==> src/rtl/poly_pkg.sv <==
package poly_pkg;
  typedef enum logic [2:0] {
    ACT_NONE,
    ACT_NEW,
    ACT_STEAL,
    ACT_REFRESH,
    ACT_RELEASE
  } act_e;
endpackage

==> src/rtl/poly_lookup.sv <==
module poly_lookup #(
  parameter int NUM_VOICES = 4,
  parameter int NOTE_W     = 7,
  localparam int AGE_W     = $clog2(NUM_VOICES),
  localparam int IDX_W     = $clog2(NUM_VOICES)
) (
  input  logic [NUM_VOICES-1:0]        busy,
  input  logic [NUM_VOICES*NOTE_W-1:0] notes,
  input  logic [NUM_VOICES*AGE_W-1:0]  ages,
  input  logic [NOTE_W-1:0]            key,
  output logic                         hit,
  output logic [IDX_W-1:0]             hit_idx,
  output logic [AGE_W-1:0]             hit_age,
  output logic                         free_any,
  output logic [IDX_W-1:0]             free_idx,
  output logic [IDX_W-1:0]             old_idx
);
  localparam logic [AGE_W-1:0] OLDEST = AGE_W'(NUM_VOICES - 1);

  always_comb begin
    hit      = 1'b0;
    hit_idx  = '0;
    hit_age  = '0;
    free_any = 1'b0;
    free_idx = '0;
    old_idx  = '0;
    for (int i = NUM_VOICES - 1; i >= 0; i--) begin
      if (busy[i] && notes[i*NOTE_W +: NOTE_W] == key) begin
        hit     = 1'b1;
        hit_idx = IDX_W'(i);
        hit_age = ages[i*AGE_W +: AGE_W];
      end
      if (!busy[i]) begin
        free_any = 1'b1;
        free_idx = IDX_W'(i);
      end
      if (busy[i] && ages[i*AGE_W +: AGE_W] == OLDEST) begin
        old_idx = IDX_W'(i);
      end
    end
  end
endmodule

==> src/rtl/poly_slot.sv <==
module poly_slot
  import poly_pkg::*;
#(
  parameter int NOTE_W = 7,
  parameter int AGE_W  = 2
) (
  input  logic              clk,
  input  logic              rst_n,
  input  act_e              act,
  input  logic              sel,
  input  logic [AGE_W-1:0]  ref_age,
  input  logic [NOTE_W-1:0] new_note,
  output logic              busy,
  output logic [NOTE_W-1:0] note,
  output logic [AGE_W-1:0]  age,
  output logic              atk,
  output logic              rel
);
  localparam logic [AGE_W-1:0] AGE_MAX = '1;

  logic              busy_d;
  logic [NOTE_W-1:0] note_d;
  logic [AGE_W-1:0]  age_d;
  logic              atk_d, rel_d, upd_en;

  assign upd_en = (act != ACT_NONE);

  always_comb begin
    busy_d = busy;
    note_d = note;
    age_d  = age;
    atk_d  = 1'b0;
    rel_d  = 1'b0;
    unique case (act)
      ACT_NEW, ACT_STEAL: begin
        if (sel) begin
          busy_d = 1'b1;
          note_d = new_note;
          age_d  = '0;
          atk_d  = 1'b1;
        end else if (busy) begin
          age_d = age + 1'b1;
        end
      end
      ACT_REFRESH: begin
        if (sel) begin
          age_d = '0;
          atk_d = 1'b1;
        end else if (busy && age < ref_age) begin
          age_d = age + 1'b1;
        end
      end
      ACT_RELEASE: begin
        if (sel) begin
          busy_d = 1'b0;
          age_d  = '0;
          rel_d  = 1'b1;
        end else if (busy && age > ref_age) begin
          age_d = age - 1'b1;
        end
      end
      default: ;
    endcase
  end

  always_ff @(posedge clk or negedge rst_n) begin
    if (!rst_n) begin
      busy <= 1'b0;
      note <= '0;
      age  <= '0;
    end else if (upd_en) begin
      busy <= busy_d;
      note <= note_d;
      age  <= age_d;
    end
  end

  always_ff @(posedge clk or negedge rst_n) begin
    if (!rst_n) begin
      atk <= 1'b0;
      rel <= 1'b0;
    end else begin
      atk <= atk_d;
      rel <= rel_d;
    end
  end


  steal_oldest_chk: assert property (@(posedge clk) disable iff (!rst_n)
    (sel && act == ACT_STEAL) |-> (busy && age == AGE_MAX));


  release_idle_chk: assert property (@(posedge clk) disable iff (!rst_n)
    (sel && act == ACT_RELEASE) |=> (!busy && rel));


  refresh_keeps_chk: assert property (@(posedge clk) disable iff (!rst_n)
    (sel && act == ACT_REFRESH) |=> (busy && $stable(note) && age == '0));
endmodule

==> src/rtl/poly_voice_alloc.sv <==
module poly_voice_alloc
  import poly_pkg::*;
#(
  parameter int NUM_VOICES = 4,
  parameter int NOTE_W     = 7,
  parameter int VEL_W      = 7
) (
  input  logic                         clk,
  input  logic                         rst_n,
  input  logic                         ev_valid,
  output logic                         ev_ready,
  input  logic                         ev_on,
  input  logic [NOTE_W-1:0]            ev_note,
  input  logic [VEL_W-1:0]             ev_vel,
  output logic [NUM_VOICES-1:0]        voice_busy,
  output logic [NUM_VOICES*NOTE_W-1:0] voice_note,
  output logic [NUM_VOICES-1:0]        voice_attack,
  output logic [NUM_VOICES-1:0]        voice_release
);
  localparam int AGE_W = $clog2(NUM_VOICES);
  localparam int IDX_W = $clog2(NUM_VOICES);
  localparam int CNT_W = $clog2(NUM_VOICES + 1);

  logic [NUM_VOICES*AGE_W-1:0] ages;
  logic                        hit, free_any, key_down;
  logic [IDX_W-1:0]            hit_idx, free_idx, old_idx, tgt_idx;
  logic [AGE_W-1:0]            hit_age;
  act_e                        act;

  assign ev_ready = 1'b1;
  assign key_down = ev_on && (ev_vel != '0);

  poly_lookup #(.NUM_VOICES(NUM_VOICES), .NOTE_W(NOTE_W)) u_lookup (
    .busy    (voice_busy),
    .notes   (voice_note),
    .ages    (ages),
    .key     (ev_note),
    .hit     (hit),
    .hit_idx (hit_idx),
    .hit_age (hit_age),
    .free_any(free_any),
    .free_idx(free_idx),
    .old_idx (old_idx)
  );

  always_comb begin
    act     = ACT_NONE;
    tgt_idx = '0;
    if (ev_valid && ev_ready) begin
      if (key_down) begin
        if (hit) begin
          act     = ACT_REFRESH;
          tgt_idx = hit_idx;
        end else if (free_any) begin
          act     = ACT_NEW;
          tgt_idx = free_idx;
        end else begin
          act     = ACT_STEAL;
          tgt_idx = old_idx;
        end
      end else if (hit) begin
        act     = ACT_RELEASE;
        tgt_idx = hit_idx;
      end
    end
  end

  for (genvar g = 0; g < NUM_VOICES; g++) begin : g_slot
    poly_slot #(.NOTE_W(NOTE_W), .AGE_W(AGE_W)) u_slot (
      .clk     (clk),
      .rst_n   (rst_n),
      .act     (act),
      .sel     (tgt_idx == IDX_W'(g)),
      .ref_age (hit_age),
      .new_note(ev_note),
      .busy    (voice_busy[g]),
      .note    (voice_note[g*NOTE_W +: NOTE_W]),
      .age     (ages[g*AGE_W +: AGE_W]),
      .atk     (voice_attack[g]),
      .rel     (voice_release[g])
    );
  end

  // Invariant state for checks: rank set and duplicate scan.
  logic [NUM_VOICES:0] rank_seen;
  logic [NUM_VOICES:0] rank_want;
  logic                dup_note;
  logic [CNT_W-1:0]    n_busy;

  always_comb begin
    rank_seen = '0;
    dup_note  = 1'b0;
    n_busy    = CNT_W'($countones(voice_busy));
    for (int i = 0; i < NUM_VOICES; i++) begin
      if (voice_busy[i]) rank_seen[ages[i*AGE_W +: AGE_W]] = 1'b1;
      for (int j = i + 1; j < NUM_VOICES; j++) begin
        if (voice_busy[i] && voice_busy[j] &&
            voice_note[i*NOTE_W +: NOTE_W] == voice_note[j*NOTE_W +: NOTE_W])
          dup_note = 1'b1;
      end
    end
    rank_want = (NUM_VOICES+1)'((1 << n_busy) - 1);
  end


  rank_compact_chk: assert property (@(posedge clk) disable iff (!rst_n)
    rank_seen == rank_want);


  no_dup_note_chk: assert property (@(posedge clk) disable iff (!rst_n)
    !dup_note);


  one_strobe_chk: assert property (@(posedge clk) disable iff (!rst_n)
    $onehot0({voice_attack, voice_release}));


  zero_vel_off_chk: assert property (@(posedge clk) disable iff (!rst_n)
    (ev_valid && ev_on && ev_vel == '0 && hit) |=> (voice_release != '0));


  stray_off_chk: assert property (@(posedge clk) disable iff (!rst_n)
    (ev_valid && !key_down && !hit) |=>
      ($stable(voice_busy) && voice_attack == '0 && voice_release == '0));
endmodule

==> config.mk <==
export PLATFORM = sky130hd
export DESIGN_NAME = poly_voice_alloc
export DESIGN_NICKNAME = d
export VERILOG_FILES = /design/src/rtl/poly_pkg.sv /design/src/rtl/poly_lookup.sv /design/src/rtl/poly_slot.sv /design/src/rtl/poly_voice_alloc.sv
export SDC_FILE = /design/constraint.sdc
export NUM_CORES = 1
export LEC_CHECK = 0
export BUFFER_PORTS_ARGS = -buffer_cell sky130_fd_sc_hd__buf_2
export CAP_MARGIN = 5
export CORE_MARGIN = 10
export CORE_UTILIZATION = 40
export DETAILED_ROUTE_END_ITERATION = 8
export PLACE_DENSITY = 0.62
export SETUP_SLACK_MARGIN = 0.5
export SLEW_MARGIN = 20
export SYNTH_ARGS = -nofsm -noshare
export SYNTH_HDL_FRONTEND = slang
export SYNTH_HIERARCHICAL = 1
export SYNTH_SLANG_ARGS = --single-unit
==> constraint.sdc <==
create_clock -name clk -period 9.06 [get_ports clk]
set_clock_uncertainty 0.2 [all_clocks]
set_input_delay 2.718 -clock clk [delete_from_list [all_inputs] [get_ports clk]]
set_output_delay 2.718 -clock clk [all_outputs]
set_load 0.05 [all_outputs]
==> impl_metrics.csv, run 1 <==
group,metric,value,unit
run_status,status,"finished, final reports clean",
die,io-pin-count,59,
global_route,grt_usage,13.0,%
cells_and_area,layout_common_cells,"buf_2, dfrtp_1, xnor2_1",
cells_and_area,seqCellArea,0.00120,mm^2
die,rows,32,
logic_synthesis,syn_nets,348,
placed_design,port-buffer-count,57,
worst_setup_path,cp_slowest_cell,"a222oi_1",
cells_and_area,fin_nets,402,
run,maxCapViolCount,0,
worst_setup_path,slowest_delay,0.75,ns
sta,fin_crit,6.10,ns
logic_synthesis,synth-seq-cells,48,
clocking,htree_levels,2,
clocking,clk_pin_slew_worst_paths,0.10,ns
die,die_w,110,um
die,start_util,41.6,%
power_and_ir_drop,power_density,213,mW/mm^2
sta,hold_slack,0.362,ns
clocking,ctsHoldBuffers,0,
placed_design,gp_congestion,0.830,
sta,hold_viol,0,
placed_design,dp_hpwl,5.83,mm
logic_synthesis,syn_inst,322,
sta,worst_pin_slew,0.876,ns
worst_setup_path,worstRegToRegCells,11,
logic_synthesis,synth.yosys.warnings,6,
sta,setup_viol,0,
logic_synthesis,syn_area_per_cell,10.1,um^2
die,die_area,0.0122,mm^2
worst_setup_path,worst_ep_arrival_time,6.09,ns
cells_and_area,final_common_cell,"buf_2",
worst_setup_path,crit_path_start,"ev_note[0]",
clocking,cts-root-buf,"clkbuf_8",
routing,ant_nets,0,
logic_synthesis,synth_area,0.00327,mm^2
clocking,clock_path_buffers,2,
sta,final.setup.tns,0,ns
sta,fmax,164,MHz
logic_synthesis,synth_xor_xnor_area_share,10.7,%
routing,vias,2589,
sta,slew-limit-headroom,41.6,%
worst_setup_path,timing.rr.start,"g_slot[1].u_slot/note[0]$_DFFE_PN0P_",
cells_and_area,multi_input_area,0.00195,mm^2
global_route,grt_antenna_before_repair,0,
logic_synthesis,synth_simple_gate_area_share,24.7,%
worst_setup_path,cp-end-kind,"flop",
clocking,clk_latency,0.30,ns
sta,slew_violations,0,
worst_setup_path,r2r_end,"g_slot[2].u_slot/note[6]$_DFFE_PN0P_",
routing,routed_via_density,5.41,
worst_setup_path,reg2reg_slack,5.10,ns
routing,firstDrtPassIters,4,
logic_synthesis,synth_area_leaders,"dfrtp_1, mux2_2, xnor2_1, nand2_1, ha_1",
die,core,0.00785,mm^2
power_and_ir_drop,peakVddDrop,0.171,mV
cells_and_area,n_fill_cell,778,
logic_synthesis,synth_top_cell_area_share,36.8,%
sta,fin_crit_sh,67.3,%
cells_and_area,antennaDiodeCount,0,
logic_synthesis,synth.area.mux_share,10.9,%
logic_synthesis,synth_top_family_by_area,"simple AND/OR/NAND/NOR gates",
worst_setup_path,cp_max_fo,8,
logic_synthesis,synth_cell_types,48,
worst_setup_path,critPathRequiredTime,9.05,ns
cells_and_area,syn_to_final_growth,13.4,%
worst_setup_path,crit_path_start_kind,"input port",
die,die_height,110,um
routing,drtIter0Drc,100,
global_route,grt_pass1_wl,12.8,mm
logic_synthesis,synthAdderAreaFrac,3.06,%
worst_setup_path,path_class,"in2reg",
routing,wl_per_cell,16.3,um
min_path,hold_path.class,"reg2reg",
worst_setup_path,worstSetupEndpoint,"g_slot[2].u_slot/note[6]$_DFFE_PN0P_",
global_route,grt_max_degree,49,
clocking,tritoncts,"built",
logic_synthesis,synth_largest_area_cell,"dfrtp_1",
power_and_ir_drop,leakagePower,1.57,nW
clocking,cts_resized,0,
sta,rsz0062_at_grt,"false",
routing,route.detailed.drc,0,
clocking,cts_buffers,5,
global_route,grt_overflow,0,
cells_and_area,drive_gt1_share,30.2,%
logic_synthesis,ys_seq_area_share,36.8,%
routing,routed_wl,7.79,mm
worst_setup_path,crit_top_cell,"nand2_1",
global_route,grt_pass1_vias,2633,
logic_synthesis,synth_compound_area_share,9.92,%
worst_setup_path,crit_chain,"buf_2 -> xor2_1 -> nor4_4 -> and2_4 -> nor2_2 -> nand2_1 -> and2_2 -> nand2_1 -> a222oi_1 -> nand2b_1 -> nor2_1 -> mux2_2",
min_path,worstHoldStart,"g_slot[0].u_slot/note[3]$_DFFE_PN0P_",
clocking,cts.sinks,48,
clocking,post_cts_buffers,0,
[stage by stage]
stage                     std cells  power, mW  cell area (um^2)  worst slack [ns]  util (%)
after floorplan                 322      0.576              3270              3.35         -
after global placement          471      0.659              3610              2.86      46.0
after detailed placement        471      0.665              3610              2.72      46.0
after CTS                       479      0.802              3700              3.03      47.2
after global routing            479      0.841              3700              2.69      47.2
final                           479      0.789              3700              2.96      47.2
[Yosys cell counts, drive strengths merged]
master,n
ha,8
nand2b,6
o2111a,1
o311ai,4
nor2,23
nor2b,7
o211a,4
mux2,30
and4,1
nand4,7
a21boi,2
xnor2,36
nor4b,8
dfrtp,48
mux2i,2
and3,1
a32oi,2
a31oi,1
a222oi,1
nor3b,9
clkbuf,1
or3,4
buf,11
a211oi,1
nand2,28
inv,9
nor4,2
or4,4
xor2,4
nand3b,8
nand3,5
and2,4
o21ai,9
conb,1
nor3,14
a21oi,12
o31ai,4
[state kept, by name, indices dropped and copies added, names as in the netlist]
register            flops
g_slot.u_slot/rel       4
g_slot.u_slot/note     28
g_slot.u_slot/busy      4
g_slot.u_slot/atk       4
g_slot.u_slot/age       8
[worst min path at each step]
stage | to | slack, ns | cells past startpoint
6_report | g_slot[0].u_slot/note[3]$_DFFE_PN0P_ | 0.36 | 1
5_1_grt | g_slot[0].u_slot/note[3]$_DFFE_PN0P_ | 0.39 | 1
2_1_floorplan | g_slot[1].u_slot/age[1]$_DFFE_PN0P_ | 0.34 | 1
3_3_place_gp | g_slot[0].u_slot/note[0]$_DFFE_PN0P_ | 0.34 | 1
3_5_place_dp | g_slot[0].u_slot/note[3]$_DFFE_PN0P_ | 0.34 | 1
4_1_cts | g_slot[2].u_slot/note[2]$_DFFE_PN0P_ | 0.37 | 1
[per-layer routing]
layer / share of wire (%) / global-route usage [%] / vias to the layer above
met4: 0.32 / 2.48 / 0
met2: 47 / 21.5 / 51
met3: 6.7 / 4.29 / 2
met5: 0 / 0 / -
met1: 46 / 16.3 / 1281
li1: - / - / 1255
[critical path, delay by kind of cell]
kind | cells | cell delay, ns
AO/OA/AOI/OAI | 1 | 0.75
XOR/XNOR | 1 | 0.18
buffers and inverters | 1 | 0.16
multiplexers | 1 | 0.40
AND/OR/NAND/NOR | 8 | 1.87
[power breakdown]
part	internal [mW]	total, mW	switching, mW
clock	0.0549	0.132	0.0775
combinational	0.118	0.338	0.220
sequential	0.258	0.318	0.0599
[area by class of cell]
class / count / area share [%]
multi-input cells: 253 / 52.6
inverters: 9 / 0.912
flip-flops and latches: 48 / 32.4
clock buffers: 5 / 1.86
well taps: 102 / 3.44
repair buffers: 59 / 8.17
clock inverters: 3 / 0.574
[cells by family (layout without fill, tap and decap cells)]
kind of cell / Yosys count / count (layout)
adder cells (fa/ha/maj): 8 / 8
buffers and inverters: 21 / 76
XOR/XNOR: 40 / 40
multiplexers: 32 / 32
AND/OR/NAND/NOR: 131 / 131
other: 1 / 1
flip-flops: 48 / 48
AO/OA/AOI/OAI: 41 / 41
No activity file was read; power rests on OpenSTA's default activity.
==> run 2: changes to the inputs <==
ABC_AREA = 1   (was default)
clock period = 6.24 ns   (was 9.06 ns; I/O delays follow)
==> run 2 against run 1 <==
  * Combinational power increased to 2.9 times the previous value
  * Count of clock-buffer cells in the layout is the same
  * Sequential power rose by 73%
  * Register-to-register slack worse by 2.0 ns
  * Cell count rose by 46%
  * First-iteration DRC count up 89%
  * Utilization down 0.17 points
  * Non-clock buffer count up 2
  * Total power is 130% higher
  * Sequential share of layout area shrank 3.0 points
  * Synthesized area grew 8.8%
==> impl_metrics.csv, run 2 <==
group,metric,value,unit
worst_setup_path,crit_path_start_kind,"input port",
run,maxCapViolCount,0,
cells_and_area,final_common_cell,"nand2_1",
cells_and_area,multi_input_area,0.00198,mm^2
placed_design,dp_hpwl,7.72,mm
die,io-pin-count,59,
min_path,worstHoldStart,"g_slot[0].u_slot/note[2]$_DFFE_PN0P_",
sta,slew-limit-headroom,57.0,%
global_route,use_met3,3.56,%
logic_synthesis,ys_seq_area_share,33.8,%
global_route,grt_pass1_vias,3368,
clocking,htree_levels,2,
placed_design,gp_congestion,0.941,
routing,ant_nets,0,
logic_synthesis,synth_area_leaders,"dfrtp_1, nand2_1, nand3_1, inv_1, nor2_1",
logic_synthesis,synth_cell_types,26,
clocking,cts.sinks,48,
routing,vias,3481,
run_status,status,"finished, final reports clean",
global_route,grt_usage,15.4,%
logic_synthesis,synth_largest_area_cell,"dfrtp_1",
placed_design,dp_slack,1.42,ns
logic_synthesis,synth.yosys.warnings,6,
clocking,clock_path_buffers,2,
routing,drtIter0Drc,189,
routing,firstDrtPassIters,5,
worst_setup_path,crit_path_start,"ev_note[3]",
clocking,cts_buffers,5,
die,rows,34,
clocking,cts_resized,0,
cells_and_area,drive_gt1_share,21.9,%
clocking,tritoncts,"built",
logic_synthesis,synth_area,0.00356,mm^2
cells_and_area,fin_nets,619,
die,die_area,0.0131,mm^2
clocking,ctsHoldBuffers,0,
global_route,grt_overflow,0,
sta,worst_pin_slew,0.645,ns
placed_design,placed_area,0.00395,mm^2
worst_setup_path,path_class,"in2reg",
worst_setup_path,r2r_end,"g_slot[1].u_slot/note[2]$_DFFE_PN0P_",
clocking,clk_latency,0.30,ns
min_path,holdPathEnd,"g_slot[0].u_slot/note[2]$_DFFE_PN0P_",
die,start_util,41.0,%
worst_setup_path,cp-end-kind,"flop",
sta,slew_violations,0,
cells_and_area,layout_common_cells,"nand2_1, inv_1, nand3_1",
power_and_ir_drop,peakVddDrop,0.256,mV
cells_and_area,n_fill_cell,919,
logic_synthesis,yosysMostFrequentCell,"nand2_1",
min_path,hold_path.class,"reg2reg",
sta,final.setup.tns,0,ns
logic_synthesis,synth_commonest_cells,"nand2_1, inv_1, nand3_1",
global_route,top_usage_layer,"met2",
routing,routed_wl,10.1,mm
logic_synthesis,syn_inst,530,
routing,wl_per_cell,14.4,um
sta,fin_crit_sh,72.7,%
global_route,grtUsageMet1,19.4,%
cells_and_area,reg_top3,"g_slot.u_slot/note x28, g_slot.u_slot/age x8",
sta,layout_setup_ws,1.70,ns
placed_design,port-buffer-count,57,
power_and_ir_drop,leakagePower,2.24,nW
worst_setup_path,worstRegToRegCells,18,
die,die_w,114,um
global_route,grt_antenna_before_repair,0,
sta,fmax,220,MHz
sta,rsz0062_at_grt,"false",
logic_synthesis,ys.flop_type,"dfrtp_1",
cells_and_area,largest-register,"g_slot.u_slot/note",
global_route,use_met2,25.7,%
die,die_height,114,um
power_and_ir_drop,power_density,438,mW/mm^2
min_path,min_path_cells,2,
logic_synthesis,syn_nets,556,
worst_setup_path,timing.rr.start,"g_slot[3].u_slot/busy$_DFFE_PN0P_",
clocking,post_cts_buffers,0,
routing,routed_via_density,4.97,
worst_setup_path,critPathRequiredTime,6.23,ns
logic_synthesis,synth_top_cell_area_share,33.8,%
worst_setup_path,worst_ep_arrival_time,4.53,ns
power_and_ir_drop,total_power,1.79,mW
global_route,grt_pass1_wl,16.6,mm
sta,hold_viol,0,
logic_synthesis,synth-seq-cells,48,
sta,fin_crit,4.54,ns
cells_and_area,syn_to_final_growth,14.8,%
logic_synthesis,async_reset_ff_share,100,%
clocking,clk_pin_slew_worst_paths,0.09,ns
worst_setup_path,reg2reg_slack,3.11,ns
cells_and_area,largest_reg_flops,28,
cells_and_area,seqCellArea,0.00120,mm^2
die,core,0.00868,mm^2
worst_setup_path,cp_max_fo,9,
sta,setup_viol,0,
global_route,grt_max_degree,49,
cells_and_area,antennaDiodeCount,0,
routing,route.detailed.drc,0,
cells_and_area,post-route-cell-area,0.00408,mm^2
logic_synthesis,syn_area_per_cell,6.71,um^2
clocking,cts-root-buf,"clkbuf_8",
logic_synthesis,synth-edff-count,0,
==> run 2: changes by cell type after synthesis, moves of 10 or more <==
| cell | previous run | this run |
|---|---|---|
| inv_1 | 9 | 76 |
| o21ai_1 | 0 | 10 |
| mux2_2 | 28 | 0 |
| xnor2_1 | 36 | 6 |
| nand2_2 | 1 | 19 |
| inv_2 | 0 | 10 |
| nor2_1 | 21 | 33 |
| nand3_1 | 5 | 58 |
| nand2_1 | 27 | 181 |
==> run 2: how the worst max path moves through the flow <==
stage / end / slack, ns / cells after the start
after detailed placement: g_slot[1].u_slot/note[0]$_DFFE_PN0P_ / 1.42 / 20
after global placement: g_slot[1].u_slot/note[5]$_DFFE_PN0P_ / 1.47 / 19
after floorplan: g_slot[3].u_slot/age[1]$_DFFE_PN0P_ / 1.86 / 17
after CTS: g_slot[1].u_slot/note[2]$_DFFE_PN0P_ / 1.75 / 20
final: g_slot[1].u_slot/note[2]$_DFFE_PN0P_ / 1.70 / 20
after global routing: g_slot[1].u_slot/note[4]$_DFFE_PN0P_ / 1.42 / 21
==> run 2: where the power goes <==
part	switching [mW]	internal, mW
Sequential	0.143	0.408
Clock	0.108	0.158
Combinational	0.696	0.278
==> run 2: critical path: stages <==
cell and delay, ns:
buf_2 0.17, inv_1 0.13, o21ai_0 0.17, nor2_1 0.05, nand2_1 0.11, nor2_4 0.05
a21oi_1 0.16, nand3b_1 0.21, nor2_2 0.17, nand2_1 0.07, nand2_1 0.07, nand3_2 0.08
nand2_2 0.09, nand2_2 0.06, nor2_1 0.32, inv_1 0.20, nor2_4 0.28, nand2_4 0.12
nand2_1 0.08, nand2_1 0.05
==> run 2: cells by family (layout without fill, tap and decap cells) <==
logic type	count (synthesis)	count (layout)	share of synthesized area [%]
AO/OA/AOI/OAI	43	43	6.97
buffers and inverters	91	154	10.6
other	1	1	0.105
XOR/XNOR	8	8	1.97
adder cells (fa/ha/maj)	8	8	2.82
flip-flops	48	48	33.8
AND/OR/NAND/NOR	331	331	43.8
==> run 2: per-layer routing <==
layer / routed length (um) / vias up
li1: - / 1782
met1: 4410 / 1603
met2: 4950 / 90
met3: 605 / 6
met4: 95 / 0
met5: 0 / -
==> run 2: metrics by stage <==
step	hold WS, ns	instances	utilization [%]
after floorplan	0.319	530	-
after global placement	0.310	694	45.6
after detailed placement	0.315	694	45.6
after CTS	0.338	701	47.0
after global routing	0.366	701	47.0
final	0.328	701	47.0
==> run 2: area by class of cell <==
type                            instances  share of cell area [%]
Multi-Input combinational cell        391                    48.5
Timing Repair Buffer                   61                    7.72
Clock inverter                          2                    1.47
Tap cell                              108                    3.31
Clock buffer                            5                    1.69
Inverter                               86                    7.91
Sequential cell                        48                    29.4
==> run 3: changes to the inputs <==
PLACE_DENSITY = 0.64   (was 0.62)
clock period = 3.74 ns   (was 6.24 ns; I/O delays follow)
==> run 3 against run 2 <==
  * Combinational power is 97% higher
  * Worst hold slack better by 0.012 ns
  * Wire length rose by 7.8%
  * Sequential share of layout area decreased by 4.6 points
  * Critical path depth increased by 1
  * Design area rose by 19%
  * Critical path type unchanged
  * Via count increased by 6.8%
  * Total power grew 84%
  * Flip-flop and latch count unchanged
  * Die area did not move
  * Sequential power rose by 69%
==> impl_metrics.csv, run 3 (synthesized netlist as in run 2, its figures left out) <==
group,metric,value,unit
sta,fin_crit,3.20,ns
worst_setup_path,worst_ep_arrival_time,3.20,ns
cells_and_area,final_cells,739,
cells_and_area,layout_common_cells,"nand2_1, inv_1, nand3_1",
cells_and_area,syn_to_final_growth,36.1,%
worst_setup_path,cp_max_fo,8,
placed_design,port-buffer-count,57,
routing,ant_nets,0,
worst_setup_path,crit_path_start_kind,"input port",
cells_and_area,final_common_cell,"nand2_1",
die,core,0.00868,mm^2
cells_and_area,multi_input_area,0.00225,mm^2
power_and_ir_drop,power_density,681,mW/mm^2
routing,routed_wl,10.9,mm
clocking,cts_buffers,5,
power_and_ir_drop,switchingPower,1.71,mW
power_and_ir_drop,leakagePower,2.55,nW
global_route,grt_pass1_vias,3439,
cells_and_area,largest_reg_flops,28,
routing,wl_per_cell,14.7,um
cells_and_area,seqCellArea,0.00120,mm^2
routing,firstDrtPassIters,5,
clocking,cts.sinks,48,
global_route,grt_overflow,0,
sta,setup_viol,0,
global_route,grt_usage,15.7,%
cells_and_area,drive_gt1_share,34.7,%
power_and_ir_drop,p_seq_share,28.2,%
worst_setup_path,critPathRequiredTime,3.74,ns
min_path,hold_path.class,"reg2reg",
worst_setup_path,cp-end-kind,"flop",
clocking,cts-root-buf,"clkbuf_8",
power_and_ir_drop,total_power,3.30,mW
global_route,grt_pass1_wl,16.9,mm
routing,routed_via_density,5.03,
sta,fin_crit_sh,85.7,%
sta,fmax,312,MHz
power_and_ir_drop,swShare,51.9,%
clocking,clock_path_buffers,2,
cells_and_area,reg_top3,"g_slot.u_slot/note x28, g_slot.u_slot/age x8",
clocking,htree_levels,2,
global_route,grt_antenna_before_repair,0,
sta,hold_slack,0.340,ns
die,io-pin-count,59,
clocking,tritoncts,"built",
run_status,status,"finished, final reports clean",
sta,slew_violations,0,
clocking,ctsHoldBuffers,0,
routing,drtIter0Drc,170,
power_and_ir_drop,clkPwrFrac,13.6,%
clocking,clk_pin_slew_worst_paths,0.10,ns
run,maxCapViolCount,0,
cells_and_area,post-route-cell-area,0.00484,mm^2
die,start_util,41.0,%
die,rows,34,
die,die_height,114,um
routing,route.detailed.drc,0,
power_and_ir_drop,combPwrFrac,58.2,%
clocking,clk_latency,0.30,ns
placed_design,placed_area,0.00421,mm^2
placed_design,dp_hpwl,8.04,mm
worst_setup_path,path_class,"in2reg",
sta,hold_viol,0,
cells_and_area,largest-register,"g_slot.u_slot/note",
placed_design,dp.cells,712,
sta,rsz0062_at_grt,"true",
die,die_area,0.0131,mm^2
cells_and_area,fin_nets,657,
cells_and_area,antennaDiodeCount,0,
global_route,grt_max_degree,22,
power_and_ir_drop,peakVddDrop,0.422,mV
cells_and_area,n_fill_cell,837,
die,die_w,114,um
sta,final.setup.tns,0,ns
placed_design,gp_congestion,0.876,
power_and_ir_drop,internal_power,1.59,mW
routing,vias,3719,
-- run 3: through the flow --
step / utilization (%) / worst slack, ns
global route: 55.8 / 0.354
finish: 55.8 / 0.536
CTS: 51.0 / 0.508
floorplan: - / 0.482
global placement: 48.5 / 0.0510
detailed placement: 48.5 / -0.00189
-- run 3: final cells by class --
cell class / count / share of cell area, %
clock buffers: 5 / 1.42
multi-input cells: 391 / 46.4
clock inverters: 2 / 1.24
well taps: 108 / 2.79
inverters: 86 / 7.34
repair buffers: 99 / 15.9
flip-flops and latches: 48 / 24.8
-- run 3: timing repair --
action                                  4_1_cts  5_1_grt
resized for setup                             8       75
pin swaps                                     9       46
setup buffers                                 6       14
endpoints found under the setup margin       43       44
-- run 3: worst max-delay path: stages --
cell and delay, ns:
buf_12 0.12, inv_12 0.06, nand2_2 0.05, o21ai_2 0.06
nor2_1 0.06, nand2_1 0.12, nor2_4 0.04, a21oi_2 0.13
nand3b_1 0.17, nor2_2 0.18, nand2_1 0.07, nand2_1 0.08
nand3_2 0.09, nand2_4 0.11, nand2_4 0.07, nor2_4 0.17
inv_2 0.08, nor2_4 0.17, nand2_4 0.12, nand2_2 0.08
nand2_1 0.05
-- run 3: layer usage --
| layer | vias up | global-route usage, % | wire length, um |
|---|---|---|---|
| met3 | 8 | 2.62 | 619 |
| li1 | 1859 | - | - |
| met4 | 0 | 3.51 | 125 |
| met2 | 115 | 27.3 | 5520 |
| met5 | - | 0 | 0 |
| met1 | 1737 | 19.7 | 4590 |
-- run 3: worst paths after layout --
check	startpoint	endpoint	slack, ns	depth (start not counted)
min	g_slot[1].u_slot/note[6]$_DFFE_PN0P_	g_slot[1].u_slot/note[6]$_DFFE_PN0P_	0.34	2
max in group asynchronous	rst_n	g_slot[3].u_slot/busy$_DFFE_PN0P_	2.14	2
max	ev_note[3]	g_slot[1].u_slot/note[2]$_DFFE_PN0P_	0.54	21
min reg2reg	g_slot[1].u_slot/note[6]$_DFFE_PN0P_	g_slot[1].u_slot/note[6]$_DFFE_PN0P_	0.34	2
min in group asynchronous	rst_n	g_slot[2].u_slot/atk$_DFF_PN0_	0.55	1
max reg2reg	g_slot[1].u_slot/busy$_DFFE_PN0P_	g_slot[1].u_slot/note[2]$_DFFE_PN0P_	0.99	18
-- run 3: power groups by stage --
| stage | clock network [mW] | logic, mW | registers (mW) |
|---|---|---|---|
| floorplan | 0 | 0.881 | 1.28 |
| global placement | 0 | 1.65 | 0.916 |
| detailed placement | 0 | 1.68 | 0.918 |
| CTS | 0.457 | 1.74 | 0.911 |
| global route | 0.477 | 2.11 | 0.957 |
| finish | 0.449 | 1.92 | 0.930 |
